## src/rtl/dfr_pkg.sv

```systemverilog
`timescale 1ns/1ps
package dfr_pkg;
   localparam int KIND_W = 2;
   typedef enum logic [KIND_W-1:0] {
      FK_SAMPLE  = 2'b00,
      FK_ORBIT   = 2'b01,
      FK_PATTERN = 2'b10
   } frame_kind_e;
endpackage

```

## src/rtl/dfr_chan_align.sv

```systemverilog
`timescale 1ns/1ps
// One channel's capture stage: optional falling-edge capture, then an optional extra clock.
module dfr_chan_align #(
   parameter int W        = 9,
   parameter bit HAS_FALL = 1'b1
)(
   input  logic         clk,
   input  logic         rst_n,
   input  logic [W-1:0] in_word,
   input  logic         fall_cap,
   input  logic         add_dly,
   output logic [W-1:0] out_word
);
   logic [W-1:0] fall_q;
   logic [W-1:0] cap_q;
   logic [W-1:0] dly_q;
   logic [W-1:0] cap_src;

   generate
      if (HAS_FALL) begin : g_fall
         always_ff @(negedge clk or negedge rst_n) begin
            if (!rst_n) fall_q <= '0;
            else        fall_q <= in_word;
         end
         assign cap_src = fall_cap ? fall_q : in_word;
      end else begin : g_rise_only
         assign fall_q  = '0;
         assign cap_src = in_word;
      end
   endgenerate

   always_ff @(posedge clk or negedge rst_n) begin
      if (!rst_n) begin
         cap_q <= '0;
         dly_q <= '0;
      end else begin
         cap_q <= cap_src;
         dly_q <= cap_q;
      end
   end

   assign out_word = add_dly ? dly_q : cap_q;
endmodule

```

## src/rtl/dfr_tag_monitor.sv

```systemverilog
`timescale 1ns/1ps
// Follows each channel's tag rotation and compares the channels with each other.
module dfr_tag_monitor #(
   parameter int TAG_W = 2,
   parameter int NCH   = 2
)(
   input  logic                 clk,
   input  logic                 rst_n,
   input  logic [NCH*TAG_W-1:0] tags,
   input  logic                 resync,
   input  logic                 clr,
   output logic [NCH-1:0]       seq_err,
   output logic [NCH-1:0]       armed,
   output logic                 mismatch
);
   generate
      for (genvar c = 0; c < NCH; c++) begin : g_ch
         logic [TAG_W-1:0] cur;
         logic [TAG_W-1:0] prev_q;
         logic             arm_q;
         logic             err_q;
         assign cur = tags[c*TAG_W +: TAG_W];

         always_ff @(posedge clk or negedge rst_n) begin
            if (!rst_n) begin
               prev_q <= '0;
               arm_q  <= 1'b0;
               err_q  <= 1'b0;
            end else begin
               prev_q <= cur;
               if (resync)      arm_q <= 1'b0;
               else if (!arm_q) arm_q <= (cur == '0);
               if (clr)
                  err_q <= 1'b0;
               else if (arm_q && !resync && (cur != TAG_W'(prev_q + 1'b1)))
                  err_q <= 1'b1;
            end
         end
         assign seq_err[c] = err_q;
         assign armed[c]   = arm_q;
      end
   endgenerate

   always_comb begin
      mismatch = 1'b0;
      for (int c = 1; c < NCH; c++)
         if (tags[c*TAG_W +: TAG_W] != tags[TAG_W-1:0]) mismatch = 1'b1;
   end
endmodule

```

## src/rtl/dfr_frame_mux.sv

```systemverilog
`timescale 1ns/1ps
// Holds the pattern bank and picks the frame to send: orbit, then pattern, then samples.
module dfr_frame_mux
   import dfr_pkg::*;
#(
   parameter int          SLOTS_W   = 18,
   parameter int          NCH       = 2,
   parameter int          NPAT      = 20,
   parameter int          PAT_W     = 8,
   parameter int          PIDX_W    = 5,
   parameter int          FRAME_W   = 21,
   parameter logic [31:0] ORBIT_SIG = 32'h0001_5A3C,
   localparam int         SIG_W     = FRAME_W - KIND_W - NCH
)(
   input  logic               clk,
   input  logic               rst_n,
   input  logic [SLOTS_W-1:0] slots,
   input  logic               valid_in,
   input  logic               bc0,
   input  logic               test_mode,
   input  logic [NCH-1:0]     seq_err,
   input  logic               pat_we,
   input  logic [PIDX_W-1:0]  pat_addr,
   input  logic [PAT_W-1:0]   pat_wdata,
   output logic [FRAME_W-1:0] frame
);
   logic [PAT_W-1:0]   pat_q [NPAT];
   logic [PIDX_W-1:0]  idx_q;
   logic [FRAME_W-1:0] nxt;

   always_ff @(posedge clk or negedge rst_n) begin
      if (!rst_n) begin
         for (int i = 0; i < NPAT; i++) pat_q[i] <= '0;
      end else if (pat_we) begin
         for (int i = 0; i < NPAT; i++)
            if (pat_addr == PIDX_W'(i)) pat_q[i] <= pat_wdata;
      end
   end

   always_ff @(posedge clk or negedge rst_n) begin
      if (!rst_n)                          idx_q <= '0;
      else if (!test_mode)                 idx_q <= '0;
      else if (idx_q == PIDX_W'(NPAT - 1)) idx_q <= '0;
      else                                 idx_q <= idx_q + 1'b1;
   end

   always_comb begin
      nxt = '0;
      if (bc0) begin
         nxt[FRAME_W-1 -: KIND_W] = FK_ORBIT;
         nxt[NCH +: SIG_W]        = ORBIT_SIG[SIG_W-1:0];
         nxt[NCH-1:0]             = seq_err;
      end else if (test_mode) begin
         nxt[FRAME_W-1 -: KIND_W] = FK_PATTERN;
         nxt[PAT_W +: PIDX_W]     = idx_q;
         nxt[PAT_W-1:0]           = pat_q[idx_q];
      end else begin
         nxt[FRAME_W-1 -: KIND_W] = FK_SAMPLE;
         nxt[SLOTS_W]             = valid_in;
         nxt[SLOTS_W-1:0]         = slots;
      end
   end

   always_ff @(posedge clk or negedge rst_n) begin
      if (!rst_n) frame <= '0;
      else        frame <= nxt;
   end
endmodule

```

## src/rtl/dual_chan_framer.sv

```systemverilog
`timescale 1ns/1ps
module dual_chan_framer
   import dfr_pkg::*;
#(
   parameter int          EXP_W     = 2,
   parameter int          MAN_W     = 5,
   parameter int          TAG_W     = 2,
   parameter int          NPAT      = 20,
   parameter int          PAT_W     = 8,
   parameter bit          HAS_FALL  = 1'b1,
   parameter logic [31:0] ORBIT_SIG = 32'h0001_5A3C,
   localparam int         NCH       = 2,
   localparam int         SMP_W     = EXP_W + MAN_W,
   localparam int         SLOT_W    = SMP_W + TAG_W,
   localparam int         PIDX_W    = $clog2(NPAT),
   localparam int         FRAME_W   = KIND_W + 1 + NCH * SLOT_W
)(
   input  logic               clk,
   input  logic               rst_n,
   input  logic [SMP_W-1:0]   ch0_smp_i,
   input  logic [TAG_W-1:0]   ch0_tag_i,
   input  logic [SMP_W-1:0]   ch1_smp_i,
   input  logic [TAG_W-1:0]   ch1_tag_i,
   input  logic [2*NCH-1:0]   align_cfg_i,
   input  logic               bc0_i,
   input  logic               test_mode_i,
   input  logic               err_clr_i,
   input  logic               pat_we_i,
   input  logic [PIDX_W-1:0]  pat_addr_i,
   input  logic [PAT_W-1:0]   pat_wdata_i,
   output logic [FRAME_W-1:0] frame_o,
   output logic [NCH-1:0]     seq_err_o,
   output logic               tag_mismatch_o,
   output logic               dig_rst_o
);
   localparam int SIG_W = FRAME_W - KIND_W - NCH;

   generate
      if (EXP_W < 1 || MAN_W < 1 || TAG_W < 1) begin : g_bad_width
         $error("dual_chan_framer: sample and tag widths must be positive");
      end
      if (NPAT < 2 || PIDX_W + PAT_W > FRAME_W - KIND_W) begin : g_bad_pat
         $error("dual_chan_framer: pattern bank does not fit the frame");
      end
      if (SIG_W < 1) begin : g_bad_sig
         $error("dual_chan_framer: no room for the orbit signature");
      end
   endgenerate

   logic [NCH*SLOT_W-1:0] raw_slots;
   logic [NCH*SLOT_W-1:0] al_slots;
   logic [NCH*TAG_W-1:0]  al_tags;
   logic [NCH-1:0]        armed;
   logic                  mismatch;
   logic                  dig_rst_q;
   logic                  mism_q;

   assign raw_slots = {ch1_tag_i, ch1_smp_i, ch0_tag_i, ch0_smp_i};

   generate
      for (genvar c = 0; c < NCH; c++) begin : g_align
         dfr_chan_align #(.W(SLOT_W), .HAS_FALL(HAS_FALL)) u_align (
            .clk      (clk),
            .rst_n    (rst_n),
            .in_word  (raw_slots[c*SLOT_W +: SLOT_W]),
            .fall_cap (align_cfg_i[2*c+1]),
            .add_dly  (align_cfg_i[2*c]),
            .out_word (al_slots[c*SLOT_W +: SLOT_W])
         );
         assign al_tags[c*TAG_W +: TAG_W] = al_slots[c*SLOT_W + SMP_W +: TAG_W];
      end
   endgenerate

   dfr_tag_monitor #(.TAG_W(TAG_W), .NCH(NCH)) u_mon (
      .clk      (clk),
      .rst_n    (rst_n),
      .tags     (al_tags),
      .resync   (bc0_i),
      .clr      (err_clr_i),
      .seq_err  (seq_err_o),
      .armed    (armed),
      .mismatch (mismatch)
   );

   dfr_frame_mux #(
      .SLOTS_W   (NCH*SLOT_W),
      .NCH       (NCH),
      .NPAT      (NPAT),
      .PAT_W     (PAT_W),
      .PIDX_W    (PIDX_W),
      .FRAME_W   (FRAME_W),
      .ORBIT_SIG (ORBIT_SIG)
   ) u_mux (
      .clk       (clk),
      .rst_n     (rst_n),
      .slots     (al_slots),
      .valid_in  ((&armed) && !mismatch),
      .bc0       (bc0_i),
      .test_mode (test_mode_i),
      .seq_err   (seq_err_o),
      .pat_we    (pat_we_i),
      .pat_addr  (pat_addr_i),
      .pat_wdata (pat_wdata_i),
      .frame     (frame_o)
   );

   always_ff @(posedge clk or negedge rst_n) begin
      if (!rst_n) begin
         dig_rst_q <= 1'b0;
         mism_q    <= 1'b0;
      end else begin
         dig_rst_q <= bc0_i;
         mism_q    <= mismatch;
      end
   end

   assign dig_rst_o      = dig_rst_q;
   assign tag_mismatch_o = mism_q;
endmodule

```

## config.mk

```make
export PLATFORM = sky130hd
export DESIGN_NAME = dual_chan_framer
export DESIGN_NICKNAME = d
export VERILOG_FILES = /design/src/rtl/dfr_pkg.sv /design/src/rtl/dfr_chan_align.sv /design/src/rtl/dfr_tag_monitor.sv /design/src/rtl/dfr_frame_mux.sv /design/src/rtl/dual_chan_framer.sv
export SDC_FILE = /design/constraint.sdc
export NUM_CORES = 1
export LEC_CHECK = 0
export BUFFER_PORTS_ARGS = -buffer_cell sky130_fd_sc_hd__buf_2
export CAP_MARGIN = 20
export CORE_AREA = 2 2 144 146
export CTS_CLUSTER_DIAMETER = 200
export DETAILED_ROUTE_END_ITERATION = 16
export DIE_AREA = 0 0 146 148
export HOLD_SLACK_MARGIN = 0.15
export PLACE_DENSITY = 0.76
export SYNTH_ARGS = -nofsm -noshare
export SYNTH_HDL_FRONTEND = slang
export SYNTH_HIERARCHICAL = 1
export SYNTH_SLANG_ARGS = --single-unit
```

## constraint.sdc

```tcl
create_clock -name clk -period 1.7 [get_ports clk]
set_input_delay 0.255 -clock clk [delete_from_list [all_inputs] [get_ports clk]]
set_output_delay 0.255 -clock clk [all_outputs]
set_load 0.02 [all_outputs]
```

==> results.toml, run 1 <==
[power_and_ir_drop]
pwr-share-seq = 0.473
internal_power_w = 0.01157
power.share.switching = 0.2568
peakVddDrop_mv = 0.6412
p_total_w = 0.01557
power.leakage_nw = 5.985
p_clk_frac = 0.366
combPwrFrac = 0.161
p_sw_w = 0.004000
p_per_area_nw_per_um2 = 1202

[clocking]
clock_sinks = 250
htreeDepth = 1
cts_buffers = 26
clkTransAtPathRegs_ns = 0.06
clk_latency_ns = 0.54
cts_tree = "yes"
cts_buffer_depth = 3
cts-root-buf = "clkbuf_16"

[yosys]
synth-async-reset-ratio = 1.000
ys_top_cells_by_area = "dfrtp_1 (53%), mux2_2 (16%), mux2_4 (6.1%)"
synth-main-ff-cell = "dfrtp_1"
synth_top_area_share = 0.5317
synth_edf_count = 0
synth_area_per_cell_sq_um = 14.41
ys_seq_elements = 250
ys_types = 46
seq_area_frac_synth = 0.5729
netlist_instances = 758
syn_area_sq_um = 10920
yosysTopAreaCell = "dfrtp_1"
ys.warnings.count = 6
synth_fp_nets = 800

[finish]
layout_common_cells = "dfrtp_1 (231), mux2_2 (152), buf_2 (64), mux2i_1 (61), mux2_4 (44)"
fill_cells = 1449
syn2layout_area_growth_pct = 18.64
drive_above_1_share = 0.4276
fin_nets = 913
fin_cells = 1162
final_common_cell = "dfrtp_1"

[die]
dieArea_sq_um = 21610
coreArea_sq_um = 20040
io_pins = 66
die_h_um = 148
die_x_um = 146
initial_core_util = 0.5449
rows = 52

[route]
ant_nets = 0
drc_errors = 0
first_pass_iters = 5
wl_um = 26370
viasPerCell = 5.831
wl_per_cell_um = 22.70
drtIter0Drc = 431
vias = 6776

[global_route]
antenna_found_initial = 1
grt_start_max_net_pins = 124
grtUsageTotal = 0.2468
grt_first_pass_wirelength_um = 41410
first_global_vias = 7400
gr-total-overflow = 0

[timing]
worst_pin_slew_ns = 0.6979
rsz0062_at_grt = "true"
period_needed_ns = 1.774
slew_headroom = 0.5347
setup-violations-final = 4
setup_ws_ns = -0.07397
post-route-period-util = 1.044
hold_violations = 0
slew_violations = 0
finClkSkew_ns = 0.006469
max_freq_ghz = 0.5637

[critical_path]
r2r_slack_ns = -0.07
path_cells = "buf_12, buf_12, mux4_2, a21oi_1, o211ai_1"
cp-end-kind = "flip-flop"
cp_data_required_time_ns = 2.10
startpoint_type = "flip-flop"
slowest_delay_ns = 0.53
cp_common_cell = "buf_12"
worstSetupPathType = "reg -> reg"
arrival_ns = 2.17
critical_path.slowest_cell = "mux4_2"
worstPathMaxFanout = 6

[placed_design]
io_buffers = 65
place_congestion = 0.8800
dp_cells = 1085
dp_hpwl_um = 17660

[outcome]
status = "finished with violations"
violations = "setup timing"

[flow_run]
cap_violations = 0

[hold_path]
hold_path_class = "in -> reg"
==> layer usage <==
| metal | vias to the layer above | GRT usage | part of all wire |
|---|---|---|---|
| met5 | - | 0 | 0 |
| met4 | 0 | 0.08981 | 0.033 |
| met2 | 232 | 0.4252 | 0.51 |
| met3 | 64 | 0.03981 | 0.052 |
| li1 | 2946 | - | - |
| met1 | 3534 | 0.3193 | 0.41 |
==> Yosys cell counts, types with 2 or more instances <==
| cell | n |
|---|---|
| a31oi_1 | 5 |
| buf_6 | 4 |
| mux2i_1 | 61 |
| nand3_1 | 10 |
| inv_1 | 5 |
| buf_2 | 15 |
| a22oi_1 | 13 |
| nor4b_1 | 2 |
| a2111oi_1 | 2 |
| o2111ai_1 | 4 |
| nor2_1 | 23 |
| a211oi_1 | 11 |
| dfrtp_1 | 232 |
| nor2b_1 | 6 |
| mux2_4 | 44 |
| buf_1 | 2 |
| dfrtn_1 | 18 |
| buf_4 | 7 |
| o211ai_1 | 4 |
| nor3_1 | 5 |
| nor3b_4 | 2 |
| o21ai_0 | 3 |
| and3_1 | 3 |
| xnor2_1 | 5 |
| nand2b_1 | 2 |
| a21o_1 | 7 |
| clkbuf_1 | 27 |
| nand2_1 | 39 |
| mux4_2 | 12 |
| and4bb_1 | 2 |
| a21oi_1 | 13 |
| nor3b_1 | 5 |
| mux2_2 | 152 |
==> logic make-up after synthesis <==
logic type	after synthesis	share of synthesized area
compound gates	65	0.04148
xor+xnor	5	0.004010
buf+inv	60	0.02750
mux	269	0.2979
flops	250	0.5729
simple gates	108	0.05500
fa+ha+maj	1	0.001146
==> sequential cells by signal, indices dropped and copies added (netlist names) <==
name	cells
g_align.u_align/cap_q	18
g_align.u_align/dly_q	18
u_mux/frame	21
g_align.u_align/fall_q	18
u_mon/g_ch.err_q	2
u_mon/g_ch.arm_q	2
tag_mismatch_o	1
dig_rst_o	1
u_mon/g_ch.prev_q	4
u_mux/pat_q	160
u_mux/idx_q	5
==> area by class of cell <==
class                   count  area [sq um]  area share
diodes                      1         2.502   0.0001932
clock buffers              41         767.0     0.05920
clock inverters             7         96.34    0.007437
inverters                   5         18.77    0.001449
multi-input cells         448          4390      0.3389
flip-flops and latches    250          6260      0.4832
well taps                 270         337.8     0.02608
repair buffers            140          1082     0.08354
==> path summary, 6_finish.rpt <==
check | depth (start not counted) | from | endpoint
max in group asynchronous | 2 | rst_n | g_align[0].u_align/fall_q[5]
min in group asynchronous | 2 | rst_n | u_mux/pat_q[5]
max reg2reg | 5 | u_mux/idx_q[0] | u_mux/frame[5]
min reg2reg | 0 | g_align[1].u_align/cap_q[8] | g_align[1].u_align/dly_q[8]
min | 2 | align_cfg_i[3] | g_align[1].u_align/cap_q[2]
max | 5 | u_mux/idx_q[0] | u_mux/frame[5]
==> timing repair <==
item / 4_1_cts / 5_1_grt
setup endpoints to repair: 2 / 5
pin swaps: 4 / 4
endpoints found under the hold margin: 254 / 0
hold buffers: 22 / 0
buffers inserted: 4 / 2
resized for setup: 0 / 8
gates cloned: 0 / 0
==> metrics by stage <==
stage | setup TNS, ns | hold WS, ns | setup slack [ns] | instance area (sq um) | utilization
final | -0.1544 | 0.1706 | -0.07397 | 12950 | 0.6465
after global routing | -0.1161 | 0.1612 | -0.04655 | 12950 | 0.6464
after CTS | -0.04731 | 0.1548 | -0.02223 | 12910 | 0.6440
after detailed placement | -0.01626 | 0.1588 | -0.008387 | 11780 | 0.5879
after global placement | -0.03417 | 0.1519 | -0.03417 | 11780 | 0.5879
after floorplan | 0 | -0.04059 | 0.004627 | 10920 | -
==> power by group through the flow <==
stage               sequential (W)  combinational [W]  clock [W]
floorplan                  0.00730            0.00160          0
global placement           0.00737            0.00229          0
detailed placement         0.00744            0.00239          0
CTS                        0.00735            0.00248    0.00579
global route               0.00745            0.00267    0.00602
finish                     0.00736            0.00251    0.00571
==> worst max-delay path, delay by kind of cell, from the launching register on <==
family / cells / cell delay, ns
AO/OA/AOI/OAI: 2 / 0.41
flip-flops: 1 / 0.43
buffers and inverters: 2 / 0.26
multiplexers: 1 / 0.53
Note: power is estimated with default switching activity, not from simulation.
==> run 2: changes to the inputs <==
--- a/config.mk
+++ b/config.mk
@@ -5,14 +5,15 @@
 export SDC_FILE = /design/constraint.sdc
 export NUM_CORES = 1
 export LEC_CHECK = 0
+export ABC_AREA = 1
 export BUFFER_PORTS_ARGS = -buffer_cell sky130_fd_sc_hd__buf_2
 export CAP_MARGIN = 20
-export CORE_AREA = 2 2 144 146
+export CORE_AREA = 2 2 152 139
 export CTS_CLUSTER_DIAMETER = 200
 export DETAILED_ROUTE_END_ITERATION = 16
-export DIE_AREA = 0 0 146 148
+export DIE_AREA = 0 0 154 141
 export HOLD_SLACK_MARGIN = 0.15
-export PLACE_DENSITY = 0.76
+export PLACE_DENSITY = 0.75
 export SYNTH_ARGS = -nofsm -noshare
 export SYNTH_HDL_FRONTEND = slang
 export SYNTH_HIERARCHICAL = 1
==> results.toml, run 2 <==
[finish]
final_common_cell = "nand2_1"
fin_nets = 1447
layout_common_cells = "nand2_1 (513), dfrtp_1 (231), o21ai_0 (188), nor2_1 (86), inv_1 (74)"
drive_above_1_share = 0.1340
syn2layout_area_growth_pct = 18.01
largest_register_ffs = 160
top_regs = "u_mux/pat_q x160, u_mux/frame x21"
num_antenna_cells = 0
largest_register = "u_mux/pat_q"
fill_cells = 1666
post-route-util = 0.6327

[clocking]
cts_buffers = 26
clkTransAtPathRegs_ns = 0.06
clock_sinks = 250
clk_latency_ns = 0.54
cts_tree = "yes"
cts_buffer_depth = 3
cts-root-buf = "clkbuf_16"
htreeDepth = 1

[flow_run]
cap_violations = 0

[timing]
hold_violations = 0
max_freq_ghz = 0.5833
finClkSkew_ns = 0.01595
post-route-period-util = 1.008
slew_headroom = 0.6909
period_needed_ns = 1.714
setup-violations-final = 1
setup_ws_ns = -0.01433
slew_violations = 0
worst_pin_slew_ns = 0.4625
rsz0062_at_grt = "true"

[route]
drtIter0Drc = 976
first_pass_iters = 7
drc_errors = 0
ant_nets = 0
viasPerCell = 5.364
wl_per_cell_um = 16.74
vias = 9038
wl_um = 28200

[global_route]
grtUsageTotal = 0.2604
grt_start_max_net_pins = 58
first_global_vias = 8641
grt_first_pass_wirelength_um = 45160
antenna_found_initial = 0
gr-total-overflow = 0

[yosys]
synth_most_common_cell = "nand2_1"
synth-async-reset-ratio = 1.000
seq_area_frac_synth = 0.5739
synth_common_cells = "nand2_1 (514), dfrtp_1 (232), o21ai_0 (194), nor2_1 (86), inv_1 (74)"
yosysTopAreaCell = "dfrtp_1"
synth_fp_nets = 1354
ys_types = 28
netlist_instances = 1312
ys_seq_elements = 250
synth_edf_count = 0
synth_top_area_share = 0.5325
synth-main-ff-cell = "dfrtp_1"
ys.warnings.count = 6
syn_area_sq_um = 10900
ys_top_cells_by_area = "dfrtp_1 (53%), nand2_1 (18%), o21ai_0 (8.9%)"
synth_area_per_cell_sq_um = 8.309

[power_and_ir_drop]
power.leakage_nw = 6.542
p_per_area_nw_per_um2 = 1219
peakVddDrop_mv = 0.7441

[placed_design]
dp_hpwl_um = 17630
dp_worst_setup_slack_ns = 0.1018
io_buffers = 65
place_congestion = 0.8677

[hold_path]
hold_path_class = "in -> async"

[die]
rows = 50
io_pins = 66
initial_core_util = 0.5362
die_x_um = 154
dieArea_sq_um = 21710
die_h_um = 141
coreArea_sq_um = 20330

[critical_path]
cp_data_required_time_ns = 2.10
arrival_ns = 2.11
cp-end-kind = "flip-flop"
worstPathMaxFanout = 28
r2r_start = "u_mux/idx_q[0]"
startpoint = "u_mux/idx_q[0]"
startpoint_type = "flip-flop"
worstSetupPathType = "reg -> reg"

[outcome]
status = "finished with violations"
violations = "setup timing"
run 2: cell count changes after synthesis, sizes merged, moves of 12 or more:
cell | previous run | this run
mux2i | 61 | 0
nand3 | 10 | 46
nand2 | 39 | 526
mux4 | 12 | 0
mux2 | 196 | 0
inv | 5 | 85
o21ai | 3 | 212
buf | 28 | 43
a22oi | 13 | 0
nor2 | 24 | 90
run 2: kinds of logic after synthesis:
logic type,after synthesis,synth area share
and+or+nand+nor,668,0.2438
DFF,250,0.5739
AOI/OAI and AO/OA,231,0.1073
buffers and inverters,159,0.07150
xor gates and xnor gates,3,0.002411
adders and majority gates,1,0.001148
run 2: area by class of cell:
cell class / count / area [sq um] / area share
sequential: 250 / 6257 / 0.4864
multi-input combinational: 903 / 3879 / 0.3015
timing repair buffer: 138 / 1127 / 0.08763
clock buffer: 42 / 854.6 / 0.06643
inverter: 86 / 330.3 / 0.02568
tap: 260 / 325.3 / 0.02529
clock inverter: 6 / 91.34 / 0.007100
run 2: metal layers:
layer / vias to the layer above / wire length, um / GRT usage
met5: - / 0 / 0
met1: 4332 / 12190 / 0.3715
met3: 55 / 2137 / 0.04150
li1: 4315 / - / -
met4: 0 / 782 / 0.08706
met2: 336 / 13090 / 0.4118
run 2: worst paths after layout:
kind                                           endpoint  slack [ns]  depth (start not counted)
max in group asynchronous  g_align[1].u_align/fall_q[8]        0.42                          2
min in group clk                        u_mux/pat_q[43]        0.22                          4
min reg2reg                 g_align[0].u_align/dly_q[4]        0.37                          0
min                                     u_mux/pat_q[37]        0.21                          2
max                                      u_mux/frame[2]       -0.01                         10
max reg2reg                              u_mux/frame[2]       -0.01                         10
run 2: timing repair:
action                                 CTS  global route
endpoints found under the hold margin  118             0
hold buffers                            25             0
setup endpoints to repair                0             5
resized for setup                        0            16
setup buffers                            0             2
run 2: critical path, stage by stage, from the launching register on:
cell	delay (ns)
dfrtp_2	0.48
buf_12	0.15
clkbuf_16	0.20
nor2_1	0.14
nor2_1	0.07
o21ai_0	0.14
nand3_1	0.13
nand3_1	0.10
nand2_1	0.06
nand2_1	0.06
a21oi_1	0.06
run 2: where the power goes:
| part | total [W] | switching [W] | internal [W] |
|---|---|---|---|
| Sequential | 0.00728 | 0.000468 | 0.00682 |
| Clock | 0.00607 | 0.00232 | 0.00374 |
| Combinational | 0.00233 | 0.00145 | 0.000881 |
| Total | 0.0157 | 0.00424 | 0.0114 |
run 2: metrics by stage:
stage	instance area (sq um)	total power [W]	instances	hold WS, ns	setup TNS (ns)
final	12860	0.01568	1685	0.2137	-0.01433
after global placement	11510	0.009443	1606	0.1679	0
after global routing	12860	0.01645	1685	0.2298	-0.1997
after CTS	12710	0.01568	1679	0.1960	0
after detailed placement	11510	0.009547	1606	0.1699	0
after floorplan	10900	0.008731	1312	-0.04059	0
